### config.mk
export PLATFORM = sky130hd
export DESIGN_NAME = pwm_pc_timer
export DESIGN_NICKNAME = d
export VERILOG_FILES = /design/src/rtl/pwm_pc_pkg.sv /design/src/rtl/pwm_pc_counter.sv /design/src/rtl/pwm_pc_cmpbuf.sv /design/src/rtl/pwm_pc_wavegen.sv /design/src/rtl/pwm_pc_flags.sv /design/src/rtl/pwm_pc_timer.sv
export SDC_FILE = /design/constraint.sdc
export NUM_CORES = 1
export LEC_CHECK = 0
export BUFFER_PORTS_ARGS = -buffer_cell sky130_fd_sc_hd__buf_2
export CORE_MARGIN = 1
export CORE_UTILIZATION = 45
export DETAILED_ROUTE_END_ITERATION = 7
export GPL_ROUTABILITY_DRIVEN = 0
export PLACE_DENSITY = 0.65
export SYNTH_ARGS = -nofsm -noshare
export SYNTH_HDL_FRONTEND = slang
export SYNTH_SLANG_ARGS = --single-unit
### constraint.sdc
create_clock -name clk -period 4.1 [get_ports clk]
set_clock_uncertainty 0.2 [all_clocks]
set_input_delay 0.615 -clock clk [delete_from_list [all_inputs] [get_ports clk]]
set_output_delay 0.615 -clock clk [all_outputs]
set_load 0.005 [all_outputs]
### src/rtl/pwm_pc_pkg.sv
package pwm_pc_pkg;

    typedef enum logic [1:0] {
        OUT_OFF     = 2'b00,
        OUT_OFF_ALT = 2'b01,
        OUT_NONINV  = 2'b10,
        OUT_INV     = 2'b11
    } out_mode_e;

    typedef enum logic [1:0] {
        ADDR_CMP  = 2'b00,
        ADDR_FLAG = 2'b01,
        ADDR_CNT  = 2'b10,
        ADDR_NONE = 2'b11
    } reg_addr_e;

    typedef struct packed {
        logic cmp;
        logic ovf;
    } flag_t;

endpackage

### src/rtl/pwm_pc_counter.sv
module pwm_pc_counter #(
    parameter int W = 8
) (
    input  logic         clk,
    input  logic         rst_n,
    input  logic         tick,
    output logic [W-1:0] cnt_o,
    output logic [W-1:0] cnt_next_o,
    output logic         step_up_o,
    output logic         top_evt_o,
    output logic         leave_bot_o
);
    localparam logic [W-1:0] CNT_TOP = '1;
    localparam logic [W-1:0] CNT_BOT = '0;

    typedef struct packed {
        logic [W-1:0] cnt;
        logic         up;
    } cnt_st_t;

    cnt_st_t st_d, st_q;
    logic [W-1:0] nxt;

    always_comb begin
        st_d = st_q;
        nxt  = st_q.cnt;
        if (tick) begin
            nxt      = st_q.up ? (st_q.cnt + 1'b1) : (st_q.cnt - 1'b1);
            st_d.cnt = nxt;
            if (nxt == CNT_TOP) begin
                st_d.up = 1'b0;
            end else if (nxt == CNT_BOT) begin
                st_d.up = 1'b1;
            end
        end
    end

    always_ff @(posedge clk or negedge rst_n) begin
        if (!rst_n) begin
            st_q.cnt <= CNT_BOT;
            st_q.up  <= 1'b1;
        end else begin
            st_q <= st_d;
        end
    end

    assign cnt_o       = st_q.cnt;
    assign cnt_next_o  = nxt;
    assign step_up_o   = st_q.up;
    assign top_evt_o   = tick && (nxt == CNT_TOP);
    assign leave_bot_o = tick && (st_q.cnt == CNT_BOT);

endmodule

### src/rtl/pwm_pc_cmpbuf.sv
module pwm_pc_cmpbuf #(
    parameter int W = 8
) (
    input  logic         clk,
    input  logic         rst_n,
    input  logic         wr_en,
    input  logic [W-1:0] wdata,
    input  logic         latch,
    output logic [W-1:0] buf_o,
    output logic [W-1:0] act_o,
    output logic [W-1:0] act_next_o
);
    typedef struct packed {
        logic [W-1:0] hold;
        logic [W-1:0] active;
    } cmp_st_t;

    cmp_st_t st_d, st_q;

    always_comb begin
        st_d = st_q;
        if (wr_en) begin
            st_d.hold = wdata;
        end
        if (latch) begin
            st_d.active = st_q.hold;
        end
    end

    always_ff @(posedge clk or negedge rst_n) begin
        if (!rst_n) begin
            st_q <= '0;
        end else begin
            st_q <= st_d;
        end
    end

    assign buf_o      = st_q.hold;
    assign act_o      = st_q.active;
    assign act_next_o = st_d.active;

endmodule

### src/rtl/pwm_pc_wavegen.sv
module pwm_pc_wavegen
    import pwm_pc_pkg::*;
#(
    parameter int W = 8
) (
    input  logic         clk,
    input  logic         rst_n,
    input  logic         tick,
    input  logic [W-1:0] cnt_next,
    input  logic         step_up,
    input  logic [W-1:0] act_next,
    input  logic [W-1:0] act_q,
    input  logic [1:0]   mode,
    output logic         pwm_o,
    output logic         match_evt_o
);
    localparam logic [W-1:0] CNT_TOP = '1;
    localparam logic [W-1:0] CNT_BOT = '0;

    typedef struct packed {
        logic wave;
    } wave_st_t;

    wave_st_t st_d, st_q;
    logic     level;
    logic     forced_hi;
    logic     forced_lo;

    // wave is kept in non-inverting polarity; it is pinned low at the top
    // and high at the bottom so a newly latched value starts from a clean state
    always_comb begin
        st_d = st_q;
        if (tick) begin
            if (cnt_next == CNT_TOP) begin
                st_d.wave = 1'b0;
            end else if (cnt_next == CNT_BOT) begin
                st_d.wave = 1'b1;
            end else if (cnt_next == act_next) begin
                st_d.wave = !step_up;
            end
        end
    end

    always_ff @(posedge clk or negedge rst_n) begin
        if (!rst_n) begin
            st_q.wave <= 1'b1;
        end else begin
            st_q <= st_d;
        end
    end

    always_comb begin
        forced_hi = (act_q == CNT_TOP);
        forced_lo = (act_q == CNT_BOT);
        if (forced_hi) begin
            level = 1'b1;
        end else if (forced_lo) begin
            level = 1'b0;
        end else begin
            level = st_q.wave;
        end
        unique case (out_mode_e'(mode))
            OUT_NONINV: pwm_o = level;
            OUT_INV:    pwm_o = !level;
            default:    pwm_o = 1'b0;
        endcase
    end

    assign match_evt_o = tick && (cnt_next == act_next);

endmodule

### src/rtl/pwm_pc_flags.sv
module pwm_pc_flags
    import pwm_pc_pkg::*;
(
    input  logic  clk,
    input  logic  rst_n,
    input  logic  ovf_evt,
    input  logic  cmp_evt,
    input  logic  clr_en,
    input  flag_t clr_bits,
    input  logic  ovf_ie,
    input  logic  cmp_ie,
    input  logic  glb_ie,
    output flag_t flags_o,
    output logic  irq_o
);
    flag_t st_d, st_q;

    always_comb begin
        st_d = st_q;
        if (clr_en && clr_bits.ovf) begin
            st_d.ovf = 1'b0;
        end
        if (clr_en && clr_bits.cmp) begin
            st_d.cmp = 1'b0;
        end
        if (ovf_evt) begin
            st_d.ovf = 1'b1;
        end
        if (cmp_evt) begin
            st_d.cmp = 1'b1;
        end
    end

    always_ff @(posedge clk or negedge rst_n) begin
        if (!rst_n) begin
            st_q <= '0;
        end else begin
            st_q <= st_d;
        end
    end

    assign flags_o = st_q;
    assign irq_o   = glb_ie && ((st_q.ovf && ovf_ie) || (st_q.cmp && cmp_ie));

endmodule

### src/rtl/pwm_pc_timer.sv
module pwm_pc_timer
    import pwm_pc_pkg::*;
#(
    parameter int W = 8
) (
    input  logic         clk,
    input  logic         rst_n,
    input  logic         tick_en,
    input  logic         reg_wr,
    input  logic [1:0]   reg_addr,
    input  logic [W-1:0] reg_wdata,
    output logic [W-1:0] reg_rdata,
    input  logic [1:0]   out_mode,
    input  logic         ovf_ie,
    input  logic         cmp_ie,
    input  logic         glb_ie,
    output logic         pwm_o,
    output logic         ovf_flag_o,
    output logic         cmp_flag_o,
    output logic         irq_o
);
    localparam int FLAG_PAD = W - 2;

    logic [W-1:0] cnt_w;
    logic [W-1:0] cnt_next_w;
    logic         step_up_w;
    logic         top_evt_w;
    logic         leave_bot_w;
    logic [W-1:0] cmp_buf_w;
    logic [W-1:0] cmp_act_w;
    logic [W-1:0] cmp_act_next_w;
    logic         match_evt_w;
    logic         wr_cmp;
    logic         wr_flag;
    flag_t        flags_w;
    flag_t        clr_bits_w;

    assign wr_cmp  = reg_wr && (reg_addr_e'(reg_addr) == ADDR_CMP);
    assign wr_flag = reg_wr && (reg_addr_e'(reg_addr) == ADDR_FLAG);
    assign clr_bits_w.ovf = reg_wdata[0];
    assign clr_bits_w.cmp = reg_wdata[1];

    pwm_pc_counter #(.W(W)) u_cnt (
        .clk         (clk),
        .rst_n       (rst_n),
        .tick        (tick_en),
        .cnt_o       (cnt_w),
        .cnt_next_o  (cnt_next_w),
        .step_up_o   (step_up_w),
        .top_evt_o   (top_evt_w),
        .leave_bot_o (leave_bot_w)
    );

    pwm_pc_cmpbuf #(.W(W)) u_cmp (
        .clk        (clk),
        .rst_n      (rst_n),
        .wr_en      (wr_cmp),
        .wdata      (reg_wdata),
        .latch      (top_evt_w),
        .buf_o      (cmp_buf_w),
        .act_o      (cmp_act_w),
        .act_next_o (cmp_act_next_w)
    );

    pwm_pc_wavegen #(.W(W)) u_wave (
        .clk         (clk),
        .rst_n       (rst_n),
        .tick        (tick_en),
        .cnt_next    (cnt_next_w),
        .step_up     (step_up_w),
        .act_next    (cmp_act_next_w),
        .act_q       (cmp_act_w),
        .mode        (out_mode),
        .pwm_o       (pwm_o),
        .match_evt_o (match_evt_w)
    );

    pwm_pc_flags u_flags (
        .clk      (clk),
        .rst_n    (rst_n),
        .ovf_evt  (leave_bot_w),
        .cmp_evt  (match_evt_w),
        .clr_en   (wr_flag),
        .clr_bits (clr_bits_w),
        .ovf_ie   (ovf_ie),
        .cmp_ie   (cmp_ie),
        .glb_ie   (glb_ie),
        .flags_o  (flags_w),
        .irq_o    (irq_o)
    );

    assign ovf_flag_o = flags_w.ovf;
    assign cmp_flag_o = flags_w.cmp;

    always_comb begin
        unique case (reg_addr_e'(reg_addr))
            ADDR_CMP:  reg_rdata = cmp_buf_w;
            ADDR_FLAG: reg_rdata = {{FLAG_PAD{1'b0}}, flags_w.cmp, flags_w.ovf};
            ADDR_CNT:  reg_rdata = cnt_w;
            default:   reg_rdata = '0;
        endcase
    end

endmodule

Word-level counts from Yosys, hierarchy flattened
Index checks and enable logic that the tools add are counted.

Register bits: 28. Bits of input ports: 19. Logic and storage cells: 57.

Add/sub/neg operators: 2. Equality and inequality tests: 8. Muxes and demuxes: 16. Reductions and logical operators: 24.

Operator list (count): $logic_not A8 Y1 (4); $eq A8 B8 Y1 const B (3); $mux W8 (3); $pmux W8 S3 (1); $mux W1 (11); $logic_and A1 B1 Y1 (10); $add A8 B1 Y8 const B (1); $eq A8 B8 Y1 (1); $sub A8 B1 Y8 const B (1); $eq A2 B2 Y1 const B (3); $reduce_bool A2 Y1 (3); $reduce_and A2 Y1 (2); $reduce_bool A3 Y1 (1); $eq A2 B1 Y1 const B (1); $logic_not A1 Y1 (2); $logic_not A2 Y1 (1); $pmux W1 S2 (1); $logic_or A1 B1 Y1 (1).

Longest topological paths before layout
Gate-level depths: netlist (run 1).

Word-level depth: 10. Gate-level depth with buffers: 12. Mapped depth without buffers: 11.

By module
A second synthesis (run 1) with hierarchy kept.

Cell total of the unflattened synthesis: 174. Area total of the unflattened synthesis: 1933.1 um^2.

Modules (own cells, without submodules): pwm_pc_counter (instances 1, cells each 76, area an instance 767.0 um^2, sequential area each 226.5 um^2); pwm_pc_cmpbuf (instances 1, cells each 34, area an instance 663.1 um^2, sequential area each 400.4 um^2); pwm_pc_wavegen (instances 1, cells each 35, area an instance 254.0 um^2, sequential area each 26.3 um^2); pwm_pc_timer (instances 1, cells each 21, area an instance 162.7 um^2, sequential area each 0.0 um^2); pwm_pc_flags (instances 1, cells each 8, area an instance 86.3 um^2, sequential area each 50.0 um^2).

Worst setup path before layout (run 1)
No wires, ideal clock.

Kind: register to register. From: register u_cnt.st_q (netlist bit u_cnt.step_up_o). To: register u_wave.st_q. Data arrival time: 3387 ps. Required time: 3825 ps. Setup slack: 438 ps. Stages on the path, launching flop included: 13. Clock period less this slack: 3662 ps. Cells stage by stage: dfstp_2 > inv_1 > ha_1 > a211oi_4 > o21ai_2 > a31o_2 > and2_2 > clkbuf_2 > nand4b_2 > mux2_2 > a2111o_1 > nor4_2 > mux2i_1.

Cells in the longest elaborated chain, start to end: 8.

RTL lines: start, declared (line pwm_pc_counter.sv:21) `cnt_st_t st_d, st_q;`; start signal, assigned (line pwm_pc_counter.sv:43) `st_q <= st_d;`; $mux W8 (line pwm_pc_counter.sv:28) `nxt = st_q.up ? (st_q.cnt + 1'b1) : (st_q.cnt - 1'b1);`; $mux W8 (line pwm_pc_counter.sv:27) `if (tick) begin`; $eq A8 B8 Y1 (line pwm_pc_counter.sv:50, pwm_pc_wavegen.sv:34); $logic_and A1 B1 Y1 (line pwm_pc_counter.sv:50) `assign top_evt_o = tick && (nxt == CNT_TOP);`; $mux W8 (line pwm_pc_cmpbuf.sv:25) `if (latch) begin`; $eq A8 B8 Y1 (line pwm_pc_wavegen.sv:38) `end else if (cnt_next == act_next) begin`; $reduce_bool A3 Y1 (no line); $reduce_and A2 Y1 (no line); end signal, assigned (line pwm_pc_wavegen.sv:48) `st_q <= st_d;`; end, declared (line pwm_pc_wavegen.sv:24) `wave_st_t st_d, st_q;`.

Several ways; a longest one is shown, not always the timed one. The select of a mux whose other input is x is not followed. A chain may end at the register's enable or synchronous reset.

Final worst setup path (run 1)
Ends and elaborated chain as after synthesis.

==> run_results.csv, run 1 <==
group,metric,value,unit
outcome,status,"finished clean",
clock_network,cts.sinks,28,
synthesis,ys_seq_elements,28,
cells_and_area,nets,283,
clock_network,cts_made_buffers,3,
synthesis,syn_area,2070,um2
sta,maxSlewHeadroom,26.7,%
setup_path,max_stage_delay,600,ps
placement,dpl-instance-area,2290,um2
clock_network,cts-resized-gates,0,
clock_network,clk_pin_slew,100,ps
synthesis,ys_async_sr_fraction,100,%
global_route,grt_overflow,0,
synthesis,yosysTopAreaCell,"dfrtp_1",
synthesis,synthFlopType,"dfrtp_1",
sta,finalCritPeriodShare,95.1,%
routing,drc,0,
die,io_pins,31,
die,die_w,69.8,um
cells_and_area,drive_above_1_share,29.5,%
sta,max_freq,0.257,GHz
setup_path,required,4110,ps
global_route,grt.total_usage,22.2,%
die,die_area,4870,um2
routing,routed_wl,5100,um
routing,routedWlPerCell,16.7,um
die,start_util,47.2,%
synthesis,synth_warnings,0,
cells_and_area,post_layout_nonfiller_instances,306,
cells_and_area,finalInstanceArea,2390,um2
routing,num_vias,1757,
placement,dp_hpwl,3910,um
clock_network,cts_root_buf,"clkbuf_8",
synthesis,postSynthCellCount,219,
synthesis,synth_fp_nets,247,
placement,port_buffers,30,
job,maxCapViolations,0,
power_and_ir_drop,peakVddDrop,0.000323,V
min_path,hp-class,"primary input to asynchronous set/reset pin",
power_and_ir_drop,p_per_area,807,nW/um2
routing,drt_iter0_markers,74,
routing,postRouteAntennaNets,0,
setup_path,criticalPathCategory,"flip-flop to flip-flop",
synthesis,yosysUniqueCellTypes,59,
power_and_ir_drop,leakagePower,1.16,nW
cells_and_area,antenna_cells,0,
cells_and_area,utilization,54.5,%
synthesis,synth_most_common_cell,"dfrtp_1",
synthesis,synth.avg_cell_area,9.44,um2
global_route,grt_pass1_vias,1658,
clock_network,h-tree-depth,1,
cells_and_area,syn2layout_area_growth,15.4,%
sta,final_max_slew_viol_count,0,
sta,hold_ws,136,ps
sta,finalHoldViolCount,0,
clock_network,clock_latency,280,ps
die,die_y,69.8,um
synthesis,ys_top_cells_by_area,"dfrtp_1 31%, mux2_2 7.1%, mux2i_1 6.3%",
die,rows,24,
setup_path,cp_max_fo,7,
clock_network,cts_tree,"done",
setup_path,cp.arrival,3910,ps
sta,tightest_slew,1100,ps
routing,via_per_inst,5.74,
setup_path,cp_slowest_cell,"dfstp_2",
routing,dr.pass1.iters,4,
clock_network,postCtsHoldBufs,0,
clock_network,post_cts_buffers,0,
die,core,4380,um2
placement,dp.cells,302,
synthesis,synth_edf_count,0,
synthesis,synth_top_area_share,31.5,%
global_route,antenna_found_initial,0,
setup_path,cp-end-kind,"flip-flop",
sta,setup_viol,0,
global_route,grt_pass1_wl,8480,um
synthesis,yosysSeqAreaShare,34.0,%
global_route,grt_max_degree,29,
setup_path,start_kind,"flip-flop",
sta,min_period,3900,ps
synthesis,synth_commonest_cells,"26 x dfrtp_1, 19 x nor2_1, 17 x nand2_1",
setup_path,worstPathCellList,"inv_1 -> ha_1 -> a211oi_4 -> o2111a_1 -> nor3_2 -> or3_4 -> o311a_1 -> a311o_1 -> a2111o_1 -> nor4_4 -> mux2i_1",
clock_network,cts.path.max_buffers,2,
## logic make-up after synthesis
group                    synth area share [%]
buffers and inverters                    4.23
multiplexers                             13.4
XOR/XNOR                                 2.54
AO/OA/AOI/OAI                            17.3
AND/OR/NAND/NOR                          22.7
adder cells (fa/ha/maj)                  5.81
flip-flops                               34.0
## path summary, 6_finish.rpt
path,startpoint,slack [ps],depth (start not counted),to
worst min-delay path,rst_n,140,1,u_flags.flags_o[1]
worst max register to register,u_cnt.step_up_o,200,11,u_wave.st_q
min in group clk,u_cnt.step_up_o,340,2,u_cnt.step_up_o
worst max-delay path,u_cnt.step_up_o,200,11,u_wave.st_q
worst min register to register,u_cnt.step_up_o,340,2,u_cnt.step_up_o
max in group asynchronous,rst_n,3170,1,u_cmp.act_o[4]
## cell type report
cell class / count / area [um2]
fillers: 414 / 2000
multi-input cells: 172 / 1300
flip-flops and latches: 28 / 703
repair buffers: 36 / 195
well taps: 52 / 65.1
inverters: 14 / 52.6
clock buffers: 3 / 41.3
clock inverters: 1 / 30.0
## worst max-delay path: cells and delay by family (launching register included)
kind            cells  cell delay [ps]
compound gates      5             1490
simple gates        3              790
flops               1              600
fa+ha+maj           1              380
mux                 1              220
buf+inv             1              150
## per-stage QoR
step	worst slack [ps]	power (mW)	TNS (ps)
after detailed placement	239	1.66	0
after CTS	202	1.89	0
after global routing	-15.3	2.09	-15.3
final	202	1.93	0
after floorplan	438	1.31	0
after global placement	249	1.67	0
## routing by layer
layer | global-route usage (%) | part of all wire, %
met1 | 31.8 | 48
met2 | 34.1 | 47
met3 | 4.07 | 3.8
met4 | 6.44 | 1.4
met5 | 0 | 0
## where the power goes
| part | internal [mW] | leakage [nW] | switching (mW) |
|---|---|---|---|
| Sequential | 0.379 | 0.351 | 0.134 |
| Clock | 0.131 | 0.0357 | 0.0910 |
| Combinational | 0.525 | 0.774 | 0.668 |
## placed cells by master, fill, tap and decap left out, types with 2 or more instances in the layout
cell type  count
and3_2         4
nor2b_1        6
dfstp_2        2
buf_2         30
nand3_1        5
nor4_1         3
or2b_1         2
a21o_1         3
mux2i_1       13
o21a_1         3
xnor2_1        4
mux2_2        13
a21oi_1        7
buf_4          6
clkbuf_8       3
o41ai_1        3
a31oi_1        2
nand4_1        2
nor3b_1        2
nor2_1        19
o21ai_0        7
and2b_2        2
nand2_1       17
ha_1           8
dfrtp_1       26
o2bb2ai_1      3
nand4b_1       2
nor3_1         9
inv_1         14
## state kept, by name (all words and copies together) (netlist names)
name	flops
u_cmp.buf_o	8
u_wave.st_q	1
u_cnt.step_up_o	1
u_cmp.act_o	8
u_flags.flags_o	2
u_cnt.cnt_o	8
Power figures use the tool's default switching activity.
==> inputs of run 2 (changes only) <==
PLACE_DENSITY = 0.66   (was 0.65)
SYNTH_HIERARCHICAL = 1   (was unset)
TNS_END_PERCENT = 100   (was unset)
==> run 2 against run 1 <==
Effect of this change:
- sequential power decreased by 5.3%
- non-clock buffer count increased by 2
- synthesized cell count decreased by 21%
==> run_results.csv, run 2 <==
group,metric,value,unit
power_and_ir_drop,peakVddDrop,0.000397,V
synthesis,synth.avg_cell_area,11.1,um2
clock_network,clock_latency,280,ps
synthesis,ys_seq_elements,28,
synthesis,synth_compound_area_share,9.58,%
setup_path,cp-end-kind,"flip-flop",
cells_and_area,final_cell_mix,"30 x buf_2, 26 x dfrtp_1, 16 x mux2_4",
clock_network,cts_made_buffers,3,
synthesis,yosysUniqueCellTypes,45,
routing,dr.pass1.iters,4,
setup_path,start_kind,"flip-flop",
die,io_pins,31,
sta,tightest_slew,637,ps
global_route,grt_pass1_vias,1492,
power_and_ir_drop,leakagePower,1.04,nW
power_and_ir_drop,p_comb_share,60.7,%
synthesis,syn_area,1930,um2
routing,routedWlPerCell,18.0,um
cells_and_area,drive_above_1_share,38.6,%
setup_path,required,4120,ps
synthesis,yosysSeqAreaShare,36.4,%
sta,finalHoldViolCount,0,
synthesis,muxShareOfSynthArea,22.2,%
clock_network,clk_pin_slew,100,ps
clock_network,cts_root_buf,"clkbuf_8",
synthesis,postSynthCellCount,174,
cells_and_area,final_common_cell,"buf_2",
synthesis,yosysTopAreaCell,"dfrtp_1",
synthesis,synth_most_common_cell,"dfrtp_1",
synthesis,synth_top_area_share,33.7,%
synthesis,synthAdderAreaFrac,6.21,%
placement,dp_hpwl,3460,um
die,rows,23,
synthesis,ys_async_sr_fraction,100,%
clock_network,cts.path.max_buffers,2,
synthesis,yosys.area_share.simple,14.4,%
routing,postRouteAntennaNets,0,
placement,dpl-instance-area,2150,um2
routing,via_per_inst,5.76,
synthesis,synth_edf_count,0,
routing,drc,0,
power_and_ir_drop,switching_share,43.1,%
setup_path,critPathTopFamily,"simple AND/OR/NAND/NOR gates",
cells_and_area,antenna_cells,0,
global_route,antenna_found_initial,0,
cells_and_area,finalInstanceArea,2300,um2
global_route,grt_pass1_wl,7350,um
min_path,hp-class,"primary input to asynchronous set/reset pin",
routing,routed_wl,4680,um
sta,hold_ws,144,ps
power_and_ir_drop,seq_power_share,27.0,%
cells_and_area,syn2layout_area_growth,18.8,%
setup_path,cp.arrival,4090,ps
synthesis,ys_top_cells_by_area,"dfrtp_1 34%, mux2_4 12%, mux2i_1 5.7%",
synthesis,synth_fp_nets,202,
sta,min_period,4070,ps
cells_and_area,seqCellArea,703,um2
die,start_util,47.6,%
setup_path,crit_buf_inv,2,
die,die_area,4560,um2
clock_network,cts.sinks,28,
clock_network,cts_tree,"done",
setup_path,max_stage_delay,590,ps
sta,fin_tns_setup,0,ps
synthesis,synthFlopType,"dfrtp_1",
clock_network,h-tree-depth,1,
setup_path,worstPathCellList,"inv_1 -> ha_2 -> nor2_1 -> nor3b_2 -> nor4_1 -> a311oi_2 -> a21oi_1 -> and4_1 -> buf_12 -> mux2_4 -> xnor2_1 -> nand4_1 -> nor3_1 -> a21o_1",
sta,maxSlewHeadroom,57.6,%
power_and_ir_drop,intPower,1.02,mW
global_route,grt_max_degree,29,
synthesis,synth_commonest_cells,"26 x dfrtp_1, 16 x mux2_4, 12 x nor2_1, 12 x xnor2_1, 11 x mux2i_1",
die,core,4060,um2
cells_and_area,utilization,56.6,%
synthesis,synth-xor-area-share,7.25,%
global_route,grt.total_usage,21.9,%
routing,num_vias,1498,
sta,finalCritPeriodShare,99.2,%
placement,port_buffers,30,
global_route,grt_overflow,0,
power_and_ir_drop,pwr-share-clk,12.3,%
power_and_ir_drop,netSwitchingPower,775,uW
clock_network,postCtsHoldBufs,0,
sta,setup_viol,0,
synthesis,synth_warnings,6,
die,die_w,67.5,um
setup_path,criticalPathCategory,"flip-flop to flip-flop",
sta,max_freq,0.246,GHz
routing,drt_iter0_markers,90,
sta,final_max_slew_viol_count,0,
power_and_ir_drop,p_per_area,782,nW/um2
cells_and_area,nets,239,
die,die_y,67.5,um
outcome,status,"finished clean",
cells_and_area,multi_input_area,1210,um2
cells_and_area,num-fill-cells,342,
synthesis,synth_top_family_by_area,"multiplexers",
setup_path,cp_max_fo,8,
setup_path,cp_slowest_cell,"dfstp_2",
job,maxCapViolations,0,
-- run 2: cell types whose count changed after synthesis, moves of 3 or more --
cell,change
and3_2,-4
inv_1,-6
mux2_2,-6
mux2_4,+16
nand2_1,-11
nand3_1,-3
nand4_1,+3
nor2_1,-7
nor2b_1,-5
nor3_1,-5
o21a_1,-3
o21ai_0,-3
xnor2_1,+8
-- run 2: layout make-up --
| class | instances | share of cell area (%) |
|---|---|---|
| clock inverters | 1 | 1.31 |
| repair buffers | 38 | 9.70 |
| inverters | 8 | 1.31 |
| well taps | 50 | 2.72 |
| clock buffers | 3 | 1.80 |
| flip-flops and latches | 28 | 30.6 |
| multi-input cells | 132 | 52.6 |
-- run 2: stage by stage --
| step | worst slack (ps) | std cells | total power [mW] |
|---|---|---|---|
| 2_1_floorplan | 471 | 174 | 1.18 |
| 3_3_place_gp | 288 | 253 | 1.42 |
| 3_5_place_dp | 134 | 253 | 1.46 |
| 4_1_cts | 99.2 | 257 | 1.68 |
| 5_1_grt | -95.5 | 260 | 1.92 |
| 6_report | 32.7 | 260 | 1.80 |
-- run 2: logic make-up (layout without fill, tap and decap cells) --
group	after synthesis	count (layout)
and+or+nand+nor	48	48
muxes	34	34
DFF	28	28
AOI/OAI and AO/OA	25	25
xor gates and xnor gates	16	16
buffers and inverters	14	50
adders and majority gates	9	9
-- run 2: layer usage --
metal	wire, um	part of all wire [%]	global-route usage [%]	vias to the layer above
li1	-	-	-	709
met2	2360	50	38.5	32
met5	0	0	0	-
met3	124	2.6	3.55	6
met4	68	1.5	3.19	0
met1	2130	45	28.6	751
-- run 2: path summary, 6_finish.rpt --
path	end	from	slack, ps	cells after the start
worst max-delay path	u_flags/flags_o[1]	u_cnt/step_up_o	30	14
worst min register to register	u_cnt/step_up_o	u_cnt/step_up_o	340	2
worst max register to register	u_flags/flags_o[1]	u_cnt/step_up_o	30	14
worst min-delay path	u_cmp/act_o[7]	rst_n	140	1
min in group clk	u_cnt/step_up_o	u_cnt/step_up_o	340	2
max in group asynchronous	u_cnt/cnt_o[1]	rst_n	3140	1
-- run 2: power by group through the flow --
stage / clock (mW) / sequential [mW] / combinational [mW]
after floorplan: 0 / 0.450 / 0.730
after global placement: 0 / 0.482 / 0.937
after detailed placement: 0 / 0.484 / 0.974
after CTS: 0.223 / 0.480 / 0.980
after global routing: 0.239 / 0.497 / 1.18
final: 0.221 / 0.485 / 1.09
-- run 2: what timing repair did --
item	in CTS	in global routing
setup buffers	0	3
endpoints found under the setup margin	0	2
gates resized for setup	0	10
